$ cat config.mk
export PLATFORM = sky130hd
export DESIGN_NAME = mm_timer
export DESIGN_NICKNAME = d
export VERILOG_FILES = /design/src/rtl/mm_timer_pkg.sv /design/src/rtl/mm_timer_sync.sv /design/src/rtl/mm_timer_prescale.sv /design/src/rtl/mm_timer_counter.sv /design/src/rtl/mm_timer.sv
export SDC_FILE = /design/constraint.sdc
export NUM_CORES = 1
export LEC_CHECK = 0
export ABC_AREA = 1
export BUFFER_PORTS_ARGS = -buffer_cell sky130_fd_sc_hd__buf_2
export CAP_MARGIN = 20
export CORE_ASPECT_RATIO = 1.2
export CORE_UTILIZATION = 40
export DETAILED_ROUTE_END_ITERATION = 10
export MAX_ROUTING_LAYER = met4
export PLACE_DENSITY = 0.68
export SLEW_MARGIN = 20
export SYNTH_ARGS = -nofsm -noshare
export SYNTH_HDL_FRONTEND = slang
export SYNTH_SLANG_ARGS = --single-unit
$ cat constraint.sdc
create_clock -name clk -period 2.5 [get_ports clk]
set_input_delay 0.25 -clock clk [delete_from_list [all_inputs] [get_ports clk]]
set_output_delay 0.25 -clock clk [all_outputs]
set_load 0.01 [all_outputs]
$ cat src/rtl/mm_timer_pkg.sv
package mm_timer_pkg;

    typedef enum logic [1:0] {
        ST_STOP  = 2'b00,
        ST_DELAY = 2'b01,
        ST_EVENT = 2'b10,
        ST_PULSE = 2'b11
    } tmr_state_t;

    localparam int CNT_W = 8;
    localparam int SEL_W = 3;
    localparam int PRE_W = 8;

    // Prescale ratio for each select code; the last code repeats the largest.
    function automatic logic [PRE_W-1:0] pre_ratio(input logic [SEL_W-1:0] sel);
        logic [PRE_W-1:0] r;
        unique case (sel)
            3'd0:    r = 8'd4;
            3'd1:    r = 8'd10;
            3'd2:    r = 8'd16;
            3'd3:    r = 8'd50;
            3'd4:    r = 8'd64;
            3'd5:    r = 8'd100;
            default: r = 8'd200;
        endcase
        return r;
    endfunction

endpackage

$ cat src/rtl/mm_timer_sync.sv
module mm_timer_sync #(
    parameter int STAGES = 2
) (
    input  logic clk,
    input  logic rst_n,
    input  logic din,
    output logic lvl,
    output logic rise,
    output logic fall
);
    logic [STAGES-1:0] chain;
    logic              last;

    genvar g;
    generate
        for (g = 0; g < STAGES; g++) begin : g_stage
            if (g == 0) begin : g_first
                always_ff @(posedge clk or negedge rst_n) begin
                    if (!rst_n) chain[0] <= 1'b0;
                    else        chain[0] <= din;
                end
            end else begin : g_next
                always_ff @(posedge clk or negedge rst_n) begin
                    if (!rst_n) chain[g] <= 1'b0;
                    else        chain[g] <= chain[g-1];
                end
            end
        end
    endgenerate

    always_ff @(posedge clk or negedge rst_n) begin
        if (!rst_n) last <= 1'b0;
        else        last <= chain[STAGES-1];
    end

    assign lvl  = chain[STAGES-1];
    assign rise = chain[STAGES-1] & ~last;
    assign fall = ~chain[STAGES-1] & last;
endmodule

$ cat src/rtl/mm_timer_prescale.sv
module mm_timer_prescale
    import mm_timer_pkg::*;
(
    input  logic             clk,
    input  logic             rst_n,
    input  logic             clr,
    input  logic             run,
    input  logic [SEL_W-1:0] sel,
    output logic             tick
);
    logic [PRE_W-1:0] pcnt;
    logic [PRE_W-1:0] last_val;

    assign last_val = pre_ratio(sel) - 8'd1;
    assign tick     = run && (pcnt >= last_val);

    always_ff @(posedge clk or negedge rst_n) begin
        if (!rst_n)   pcnt <= '0;
        else if (clr) pcnt <= '0;
        else if (run) pcnt <= tick ? '0 : pcnt + 8'd1;
    end
endmodule

$ cat src/rtl/mm_timer_counter.sv
module mm_timer_counter
    import mm_timer_pkg::*;
(
    input  logic             clk,
    input  logic             rst_n,
    input  logic             ld_we,
    input  logic [CNT_W-1:0] ld_data,
    input  logic             stopped,
    input  logic             step,
    output logic [CNT_W-1:0] count,
    output logic [CNT_W-1:0] tconst,
    output logic             expire,
    output logic             wave
);
    localparam logic [CNT_W-1:0] ONE = CNT_W'(1);

    always_ff @(posedge clk or negedge rst_n) begin
        if (!rst_n) begin
            count  <= '0;
            tconst <= '0;
            expire <= 1'b0;
            wave   <= 1'b0;
        end else begin
            expire <= 1'b0;
            if (ld_we) tconst <= ld_data;
            if (ld_we && stopped) begin
                count <= ld_data;
            end else if (step) begin
                if (count == ONE) begin
                    count  <= tconst;
                    expire <= 1'b1;
                    wave   <= ~wave;
                end else begin
                    count <= count - ONE;
                end
            end
        end
    end
endmodule

$ cat src/rtl/mm_timer.sv
module mm_timer
    import mm_timer_pkg::*;
(
    input  logic       clk,
    input  logic       rst_n,
    input  logic       ctl_we,
    input  logic [4:0] ctl_wdata,
    input  logic       data_we,
    input  logic [7:0] data_wdata,
    input  logic       ext_in,
    output logic [7:0] count_q,
    output logic       tout,
    output logic       irq,
    output logic       pw_end
);
    tmr_state_t       state_q, state_d;
    logic [SEL_W-1:0] sel_q;
    logic [CNT_W-1:0] tconst_q;
    logic             in_lvl, in_rise, in_fall;
    logic             pre_clr, pre_run, pre_tick, step;

    // State register
    always_ff @(posedge clk or negedge rst_n) begin
        if (!rst_n) begin
            state_q <= ST_STOP;
            sel_q   <= '0;
        end else begin
            state_q <= state_d;
            if (ctl_we) sel_q <= ctl_wdata[4:2];
        end
    end

    // Transitions: any state to the written mode on a control write
    always_comb begin
        state_d = state_q;
        if (ctl_we) state_d = tmr_state_t'(ctl_wdata[1:0]);
    end

    // Per-state outputs
    always_comb begin
        pre_clr = 1'b0;
        pre_run = 1'b0;
        step    = 1'b0;
        unique case (state_q)
            ST_STOP: begin
                pre_clr = 1'b1;
            end
            ST_DELAY: begin
                pre_run = 1'b1;
                step    = pre_tick;
            end
            ST_EVENT: begin
                pre_clr = 1'b1;
                step    = in_rise;
            end
            ST_PULSE: begin
                pre_run = in_lvl;
                step    = pre_tick;
            end
        endcase
    end

    always_ff @(posedge clk or negedge rst_n) begin
        if (!rst_n) pw_end <= 1'b0;
        else        pw_end <= (state_q == ST_PULSE) && in_fall;
    end

    mm_timer_sync #(.STAGES(2)) u_sync (
        .clk  (clk),
        .rst_n(rst_n),
        .din  (ext_in),
        .lvl  (in_lvl),
        .rise (in_rise),
        .fall (in_fall)
    );

    mm_timer_prescale u_pre (
        .clk  (clk),
        .rst_n(rst_n),
        .clr  (pre_clr),
        .run  (pre_run),
        .sel  (sel_q),
        .tick (pre_tick)
    );

    mm_timer_counter u_cnt (
        .clk    (clk),
        .rst_n  (rst_n),
        .ld_we  (data_we),
        .ld_data(data_wdata),
        .stopped(state_q == ST_STOP),
        .step   (step),
        .count  (count_q),
        .tconst (tconst_q),
        .expire (irq),
        .wave   (tout)
    );
endmodule

==> results of run 1 <==
-- cell families after synthesis --
| kind of cell | share of synthesized area, % |
|---|---|
| AO/OA/AOI/OAI | 7.00 |
| multiplexers | 1.09 |
| XOR/XNOR | 2.11 |
| buffers and inverters | 7.42 |
| flip-flops | 42.2 |
| AND/OR/NAND/NOR | 33.5 |
| adder cells (fa/ha/maj) | 6.63 |
-- layout by cell type, fill, tap and decap left out, types with 2 or more instances in the layout --
cell	netlist	layout
nand2_1	107	105
dfrtp_1	35	34
buf_2	0	28
inv_1	24	23
nand3_1	19	19
nor2_1	16	15
o21ai_1	13	13
inv_2	10	11
nand4_1	11	11
ha_1	11	11
o21ai_0	6	6
buf_4	1	6
clkbuf_8	0	5
xor2_1	4	4
nor2_2	3	3
a21oi_1	4	3
a21oi_2	1	2
nand2_2	1	2
mux2_1	2	2
-- repair_timing --
| action | in CTS | in global routing |
|---|---|---|
| buffers inserted | 0 | 3 |
| setup endpoints to repair | 0 | 16 |
| gates resized for setup | 0 | 9 |
-- layout make-up --
type / instances / area share, %
clock inverters: 1 / 1.23
inverters: 34 / 5.23
repair buffers: 34 / 7.59
clock buffers: 6 / 2.97
well taps: 60 / 3.08
multi-input cells: 207 / 44.0
flip-flops and latches: 35 / 35.9
-- through the flow --
stage | power [W] | instance area, sq um
CTS | 0.00208 | 2390
finish | 0.00208 | 2440
floorplan | 0.00135 | 2070
detailed placement | 0.00159 | 2290
global placement | 0.00158 | 2290
global route | 0.00224 | 2440
-- worst paths after layout --
| check | start | endpoint | slack [ns] | cells past startpoint |
|---|---|---|---|---|
| max | sel_q[2] | u_cnt.count[6] | 0.19 | 15 |
| min in group clk | ext_in | u_sync.chain[0] | 0.07 | 1 |
| max in group asynchronous | rst_n | sel_q[2] | 1.93 | 1 |
| max reg2reg | sel_q[2] | u_cnt.count[6] | 0.19 | 15 |
| min reg2reg | u_sync.chain[0] | u_sync.lvl | 0.35 | 0 |
| min | rst_n | u_pre.pcnt[0] | 0.04 | 1 |
-- worst max-delay path, stage by stage (launching register included) --
cell and delay [ns]:
dfrtp_2 0.42, a21oi_2 0.17, nand2_1 0.07, ha_1 0.22, nand2_1 0.07, nand2_1 0.06
xor2_1 0.14, ha_1 0.29, nand2_1 0.06, a21oi_1 0.05, nor2_1 0.14, nand2_2 0.11
nand2_4 0.12, nand3_4 0.11, nand2_1 0.10, nand2_1 0.05
-- flip-flops by register name, indices dropped and copies added, names as in the netlist --
name,cells
pw_end,1
sel_q,3
state_q,2
u_cnt.count,8
u_cnt.expire,1
u_cnt.tconst,8
u_cnt.wave,1
u_pre.pcnt,8
u_sync.chain,1
u_sync.last,1
u_sync.lvl,1
-- power by group --
part	internal, W	total, W	switching (W)
registers	0.000663	0.000793	0.000130
clock network	0.000292	0.000483	0.000191
logic	0.000325	0.000800	0.000474
-- routing by layer --
layer  track usage (%)  wire, um  up-vias
met2              30.5      2160       48
met3              3.37       210        5
met5                 -         0        -
met1              20.4      1940      854
met4              5.74        59        0
li1                  -         -      967
==> metrics, run 1 <==
Nets 346; register area share after synthesis 42.2%; average cell area after synthesis 7.41 sq um; Max VDD drop 368 uV; Placed Cells incl. Taps 367; Die Ht 80.9 um; Tcrit/Tclk final 92.2%; CTS tree yes; post-route ant nets 0; most numerous cell in the Yosys netlist nand2_1; critical setup path kind reg -> reg; Synthesis Warnings 0; core area 0.00497 sq mm; Period minus WS final 2.31 ns; Slew HR 48.3%; # H-tree levels 2; initial antenna violation count 0; Sink Count 35; Synth Flop Type dfrtp_1; Vias 1874; Max Cap Viol 0; final core utilization 49.1%; status finished clean; total CTS buffers 5; CP Capture Type register; Fill cells 517; Initial Util 41.7%; CTS hold repair buffers 0; Layout Cells excl Fill 377; Max Fclk 434 MHz; Hold Slack 0.0393 ns; GRT overflow 0; Worst setup SP type register; Pwr per Cell Area 850 mW/mm^2; top cells by instance count after synthesis 107 x nand2_1, 35 x dfrtp_1, 24 x inv_1, 19 x nand3_1, 16 x nor2_1; I/O pin count 29; area grow syn2layout 17.7%; GRT Util Overall 17.8%; top-area cell type share of the netlist area 42.2%; cells after synthesis 280; vias per std cell 4.97; Post-Route WL 4370 um; Die Area 0.00548 sq mm; DRC violations left 0; final setup violating endpoints 0; Reg area 877 sq um; worst min-delay path class in -> async; clock skew 0.00753 ns; Root Buffer clkbuf_8; Max Fanout on Critical Path 8; worst setup margin 0.194 ns; Pre-antenna DRT Iters 4; Hold Fails Final Rpt 0; Synth cell types 28; register bit total from synthesis 35; Leak Pwr 1.33 nW; Mapped Area 0.00207 sq mm; number of diodes 0; clock-pin slew on the worst setup and hold paths 0.07 ns; RD Place Congestion 0.836; vias in the first global route 1631; Syn Nets 309; routed length per placed instance 11.6 um; post-DP HPWL 3300 um; worst-case clock buffer depth 2; FP Rows 28; worst path arrival time 2.48 ns; Setup WS pre-CTS 0.0687 ns; Multi-input gate area 0.00107 sq mm; I/O Buffers 28; share of cells above drive strength 1 19.9%; main area contributors after synthesis dfrtp_1 42%, nand2_1 19%, ha_1 6.6%; clk_lat worst skew 0.28 ns; first-pass GRT wire length 7040 um; Starting DRT DRC Count 48; fin. max-slew vios 0; setup TNS 0 ns; Die Wd 67.7 um; slew of the pin with the lowest slew margin 0.775 ns; pin count of the biggest net entering global routing 36; number of synthesized flops with an enable pin 0; WP data required 2.68 ns; Async S/R FF share, synth 100%; Synth area leader dfrtp_1
No activity file was read; power rests on OpenSTA's default activity.
==> run 2, diff against run 1 <==
==> constraint.sdc (replaced) <==
create_clock -name clk -period 2.17 [get_ports clk]
set_input_delay 0.217 -clock clk [delete_from_list [all_inputs] [get_ports clk]]
set_output_delay 0.217 -clock clk [all_outputs]
set_load 0.01 [all_outputs]
==> run 2 against run 1 <==
  * The run now ends with hold timing, setup timing left
  * Combinational power increased by 19%
  * Utilization increased by 1.5 points
  * Global-route usage increased by 0.73 points
  * Non-clock buffer count increased by 7
  * Sequential cell count unchanged
  * Highest routed layer unchanged
  * Via count decreased by 0.32%
  * Count of clock-buffer cells in the layout unchanged
  * First-iteration DRC count increased by 110%
  * Power increased by 12%
  * Critical path type unchanged
  * Cell count increased by 1.9%
  * Register-to-register slack got worse by 0.30 ns
==> metrics, run 2 (synthesis gave the netlist of run 1 again) <==
GRT overflow 0 (unchanged); worst min-delay path class in -> async; Root Buffer clkbuf_8; Setup WS pre-CTS -0.173 ns (-0.242 ns); worst path arrival time 2.46 ns (-0.02 ns); critical setup path kind reg -> reg; core area 0.00497 sq mm (unchanged); clock skew 0.0121 ns (+0.00452 ns); post-route ant nets 0 (unchanged); worst-case clock buffer depth 2 (unchanged); FP Rows 28 (unchanged); slew of the pin with the lowest slew margin 0.755 ns (-0.0202 ns); # H-tree levels 2 (unchanged); post-DP HPWL 3290 um (-0.43%); Placed Cells incl. Taps 373 (+1.6%); area grow syn2layout 21.4%; Nets 353 (+2.0%); initial antenna violation count 0 (unchanged); CP Capture Type register; vias per std cell 4.86 (-2.1%); GRT Util Overall 18.5% (+0.73 points); WP data required 2.35 ns (-0.33 ns); unrepaired setup endpoints after global routing yes; CTS hold repair buffers 0 (unchanged); Starting DRT DRC Count 102 (+110%); Hold Fails Final Rpt 18 (+18); CTS tree yes; I/O pin count 29 (unchanged); RD Place Congestion 0.795 (-4.9%); Die Ht 80.9 um (unchanged); Leak Pwr 1.36 nW (+2.7%); routed length per placed instance 11.6 um (+0.49%); Die Wd 67.7 um (unchanged); most common cell after layout, fill and taps aside nand2_1; number of diodes 0 (unchanged); pin count of the biggest net entering global routing 36 (unchanged); Slew HR 49.7% (+1.3 points); total CTS buffers 5 (unchanged); Post-Route WL 4470 um (+2.4%); Initial Util 41.7% (unchanged); clk_lat worst skew 0.29 ns (about the same); Die Area 0.00548 sq mm (unchanged); Tcrit/Tclk final 105% (+13 points); DRC violations left 0 (unchanged); Max Cap Viol 0 (unchanged); worst setup margin -0.111 ns (-0.305 ns); fin. max-slew vios 0 (unchanged); final setup violating endpoints 16 (+16); Pre-antenna DRT Iters 4 (unchanged); Pwr per Cell Area 925 mW/mm^2 (+8.8%); Vias 1868 (-0.32%); status complete, but fails checks; clock-pin slew on the worst setup and hold paths 0.07 ns (about the same); Max Fclk 438 MHz (+1.1%); Max Fanout on Critical Path 8 (unchanged); first-pass GRT wire length 7400 um (+5.2%); I/O Buffers 28 (unchanged); Fill cells 516 (-0.19%); Max VDD drop 355 uV (-3.4%); Layout Cells excl Fill 384 (+1.9%); Worst setup SP type register; Period minus WS final 2.28 ns (-0.0252 ns); Sink Count 35 (unchanged); failing checks hold timing, setup timing; Top Registers u_cnt.count: 8 flops, u_cnt.tconst: 8 flops, u_pre.pcnt: 8 flops; share of cells above drive strength 1 24.7% (+4.8 points); Hold Slack -0.00527 ns (-0.0446 ns); most frequent cells in the layout 100 x nand2_1, 35 x dfrtp_1, 28 x buf_2, 23 x inv_1, 18 x nand3_1; vias in the first global route 1753 (+7.5%)
run 2: worst max-delay path: stages, from the launching register on:
cell,delay (ns)
dfrtp_1,0.42
buf_4,0.15
buf_4,0.13
o21ai_2,0.17
xor2_1,0.16
inv_1,0.06
ha_1,0.28
a21oi_1,0.16
nand2_1,0.07
nand2_1,0.10
nand2_2,0.10
nand2_4,0.10
nand3_4,0.11
nand2_1,0.11
nand2_1,0.05
run 2: final timing paths:
check	start	endpoint	slack [ns]	cells past startpoint
min in group clk	ext_in	u_sync.chain[0]	0.04	1
worst min register to register	u_sync.chain[0]	u_sync.lvl	0.35	0
max in group asynchronous	rst_n	sel_q[0]	1.69	1
worst max-delay path	sel_q[2]	u_cnt.count[5]	-0.11	14
worst min-delay path	rst_n	u_cnt.count[2]	-0.005	1
worst max register to register	sel_q[2]	u_cnt.count[5]	-0.11	14
run 2: power by group:
part,switching (W),internal [W],total (W)
clock,0.000229,0.000249,0.000478
combinational,0.000554,0.000395,0.000949
sequential,0.000139,0.000764,0.000903
total,0.000922,0.00141,0.00233
run 2: per-layer routing:
metal  vias up  wire length [um]  GRT usage [%]
met4         0                93           7.02
met2        31              2320           31.4
met3         8               145           3.65
met1       850              1910           21.1
li1        979                 -              -
met5         -                 0              -
run 2: area by class of cell:
type	instances	area, sq um	share of cell area [%]
multi-input combinational	207	1110	44.2
sequential	35	876	34.8
timing repair buffer	41	238	9.44
inverter	34	128	5.07
clock buffer	6	82.6	3.28
tap	60	75.1	2.98
clock inverter	1	5.00	0.199
run 2: stage by stage:
stage	cell area [sq um]	total power, W	util (%)	setup TNS (ns)
after floorplan	2090	0.00156	-	0
after global placement	2350	0.00182	47.2	-1.07
after detailed placement	2350	0.00184	47.2	-1.98
after CTS	2480	0.00234	49.8	-1.06
after global routing	2520	0.00255	50.6	-4.32
final	2520	0.00233	50.6	-1.22
run 2: what timing repair did:
| item | CTS | global route |
|---|---|---|
| setup endpoints to repair | 16 | 18 |
| resized for setup | 8 | 8 |
| endpoints found under the hold margin | 0 | 0 |
| setup buffers | 3 | 1 |
| pin swaps | 10 | 11 |
==> run 3, diff against run 2 <==
--- a/config.mk
+++ b/config.mk
@@ -13,6 +13,7 @@
 export DETAILED_ROUTE_END_ITERATION = 10
 export MAX_ROUTING_LAYER = met4
 export PLACE_DENSITY = 0.68
+export SETUP_SLACK_MARGIN = 0.05
 export SLEW_MARGIN = 20
 export SYNTH_ARGS = -nofsm -noshare
 export SYNTH_HDL_FRONTEND = slang
==> run 3 against run 2 <==
  * Register-to-register slack better by 0.04 ns
  * Maximum frequency up 1.9%
  * Worst hold slack better by 0.0033 ns
  * Combinational power down 1%
  * First-iteration DRC count down 24%
  * Die area unchanged
  * Via count about the same
  * The run still ends with hold timing, setup timing left
  * Cell count unchanged
  * Global-route usage up 0.17 points
  * Non-clock buffer count down 1
  * Clock skew down 0.0043 ns
  * Power up 5.4%
==> metrics, run 3 (synthesis gave the netlist of run 1 again) <==
I/O Buffers 28 (unchanged); most common cell after layout, fill and taps aside nand2_1; clock-pin slew on the worst setup and hold paths 0.07 ns (about the same); GRT overflow 0 (unchanged); DRC violations left 0 (unchanged); post-route ant nets 0 (unchanged); total CTS buffers 5 (unchanged); Period minus WS final 2.24 ns (-0.0425 ns); worst setup margin -0.0684 ns (+0.0425 ns); Die Wd 67.7 um (unchanged); fin. max-slew vios 0 (unchanged); I/O pin count 29 (unchanged); Post-Route WL 4430 um (-0.94%); core area 0.00497 sq mm (unchanged); CTS hold repair buffers 0 (unchanged); most frequent cells in the layout 101 x nand2_1, 34 x dfrtp_1, 28 x buf_2, 23 x inv_1, 17 x nand3_1; Max Fanout on Critical Path 8 (unchanged); Max Fclk 447 MHz (+1.9%); Leak Pwr 1.37 nW (+0.49%); pin count of the biggest net entering global routing 36 (unchanged); post-DP HPWL 3310 um (+0.68%); # H-tree levels 2 (unchanged); Starting DRT DRC Count 78 (-24%); worst-case clock buffer depth 2 (unchanged); Top Registers u_cnt.count: 8 flops, u_cnt.tconst: 8 flops, u_pre.pcnt: 8 flops; vias per std cell 4.87 (about the same); Multi-input gate area 0.00112 sq mm (+0.90%); Hold Fails Final Rpt 3 (-15); routed length per placed instance 11.5 um (-0.94%); Die Area 0.00548 sq mm (unchanged); Die Ht 80.9 um (unchanged); slew of the pin with the lowest slew margin 0.771 ns (+0.0169 ns); unrepaired setup endpoints after global routing yes; failing checks hold timing, setup timing; Nets 352 (-0.28%); Max Cap Viol 0 (unchanged); Hold Slack -0.00198 ns (+0.00329 ns); Initial Util 41.7% (unchanged); Sink Count 35 (unchanged); vias in the first global route 1686 (-3.8%); Pre-antenna DRT Iters 4 (unchanged); FP Rows 28 (unchanged); initial antenna violation count 0 (unchanged); Root Buffer clkbuf_8; share of cells above drive strength 1 25.3% (+0.62 points); WP data required 2.34 ns (about the same); status complete, but fails checks; Max VDD drop 513 uV (+44%); area grow syn2layout 23.2%; Tcrit/Tclk final 103% (-2.0 points); number of diodes 0 (unchanged); CP Capture Type register; CTS tree yes; clk_lat worst skew 0.29 ns (about the same); clock skew 0.00778 ns (-0.00427 ns); worst min-delay path class in -> async; RD Place Congestion 0.779 (-2.1%); Slew HR 48.6% (-1.1 points); GRT Util Overall 18.7% (+0.17 points); first-pass GRT wire length 7330 um (-1.0%); Fill cells 500 (-3.1%); Reg area 877 sq um (+0.14%); Worst setup SP type register; final core utilization 51.4% (+0.75 points); critical setup path kind reg -> reg; Tot Pwr 0.00246 W (+5.4%); worst path arrival time 2.41 ns (-0.05 ns); Vias 1869 (+0.054%); Pwr per Cell Area 961 mW/mm^2 (+3.9%); final setup violating endpoints 12 (-4)
==> run 3: changes by cell type in the layout (fill, tap and decap cells not counted), sizes merged <==
| cell | previous run | this run |
|---|---|---|
| bufinv | 0 | 1 |
| buf | 41 | 40 |
==> run 3: worst paths after layout <==
check,from,end,slack (ns),cells after the start
setup / recovery,sel_q[2],u_cnt.count[0],-0.07,15
hold / removal,rst_n,u_cnt.tconst[7],-0.002,1
setup reg to reg,sel_q[2],u_cnt.count[0],-0.07,15
hold reg to reg,u_sync.chain[0],u_sync.lvl,0.35,0
max in group asynchronous,rst_n,sel_q[2],1.63,1
min in group clk,ext_in,u_sync.chain[0],0.04,1
==> run 3: final cells by class <==
| class | instances | share of cell area, % |
|---|---|---|
| multi-input cells | 207 | 44.0 |
| well taps | 60 | 2.94 |
| flip-flops and latches | 35 | 34.3 |
| repair buffers | 40 | 9.16 |
| inverters | 34 | 5.00 |
| clock inverters | 2 | 1.37 |
| clock buffers | 6 | 3.23 |
==> run 3: repair_timing <==
action | 4_1_cts | 5_1_grt
endpoints found under the setup margin | 16 | 18
pin swaps | 7 | 7
gates resized for setup | 8 | 8
buffers inserted | 3 | 1
==> run 3: stage by stage <==
stage               hold WS [ns]  instance area [sq um]  TNS (ns)  std cells  setup slack, ns
floorplan                -0.0786                   2100         0        280           0.0315
global placement           0.328                   2340    -0.487        372          -0.0535
detailed placement         0.328                   2340     -1.58        372           -0.151
CTS                       0.0320                   2520    -0.921        383          -0.0872
global route              0.0275                   2550     -3.95        384           -0.258
finish                  -0.00198                   2550    -0.563        384          -0.0684
==> run 3: layer usage <==
layer,global-route usage (%),vias up,wire [um]
met3,3.51,6,137
li1,-,976,-
met1,21.0,859,1990
met5,-,-,0
met2,32.2,28,2240
met4,7.02,0,69
==> run 3: report_power, final <==
part | switching [W] | internal (W)
clock | 0.000236 | 0.000372
combinational | 0.000548 | 0.000389
sequential | 0.000148 | 0.000764
==> run 3: worst max-delay path, cell delays in order, from the launching register on <==
cell and delay [ns]:
dfrtp_2 0.44, a21oi_2 0.15, nand2_1 0.07, ha_2 0.19
nand2_1 0.05, nand2_1 0.06, xor2_1 0.14, ha_1 0.29
nand2_1 0.08, a21oi_2 0.05, nor2_2 0.13, nand2_2 0.11
nand2_4 0.10, nand3_4 0.12, nand2_1 0.10, nand2_1 0.06
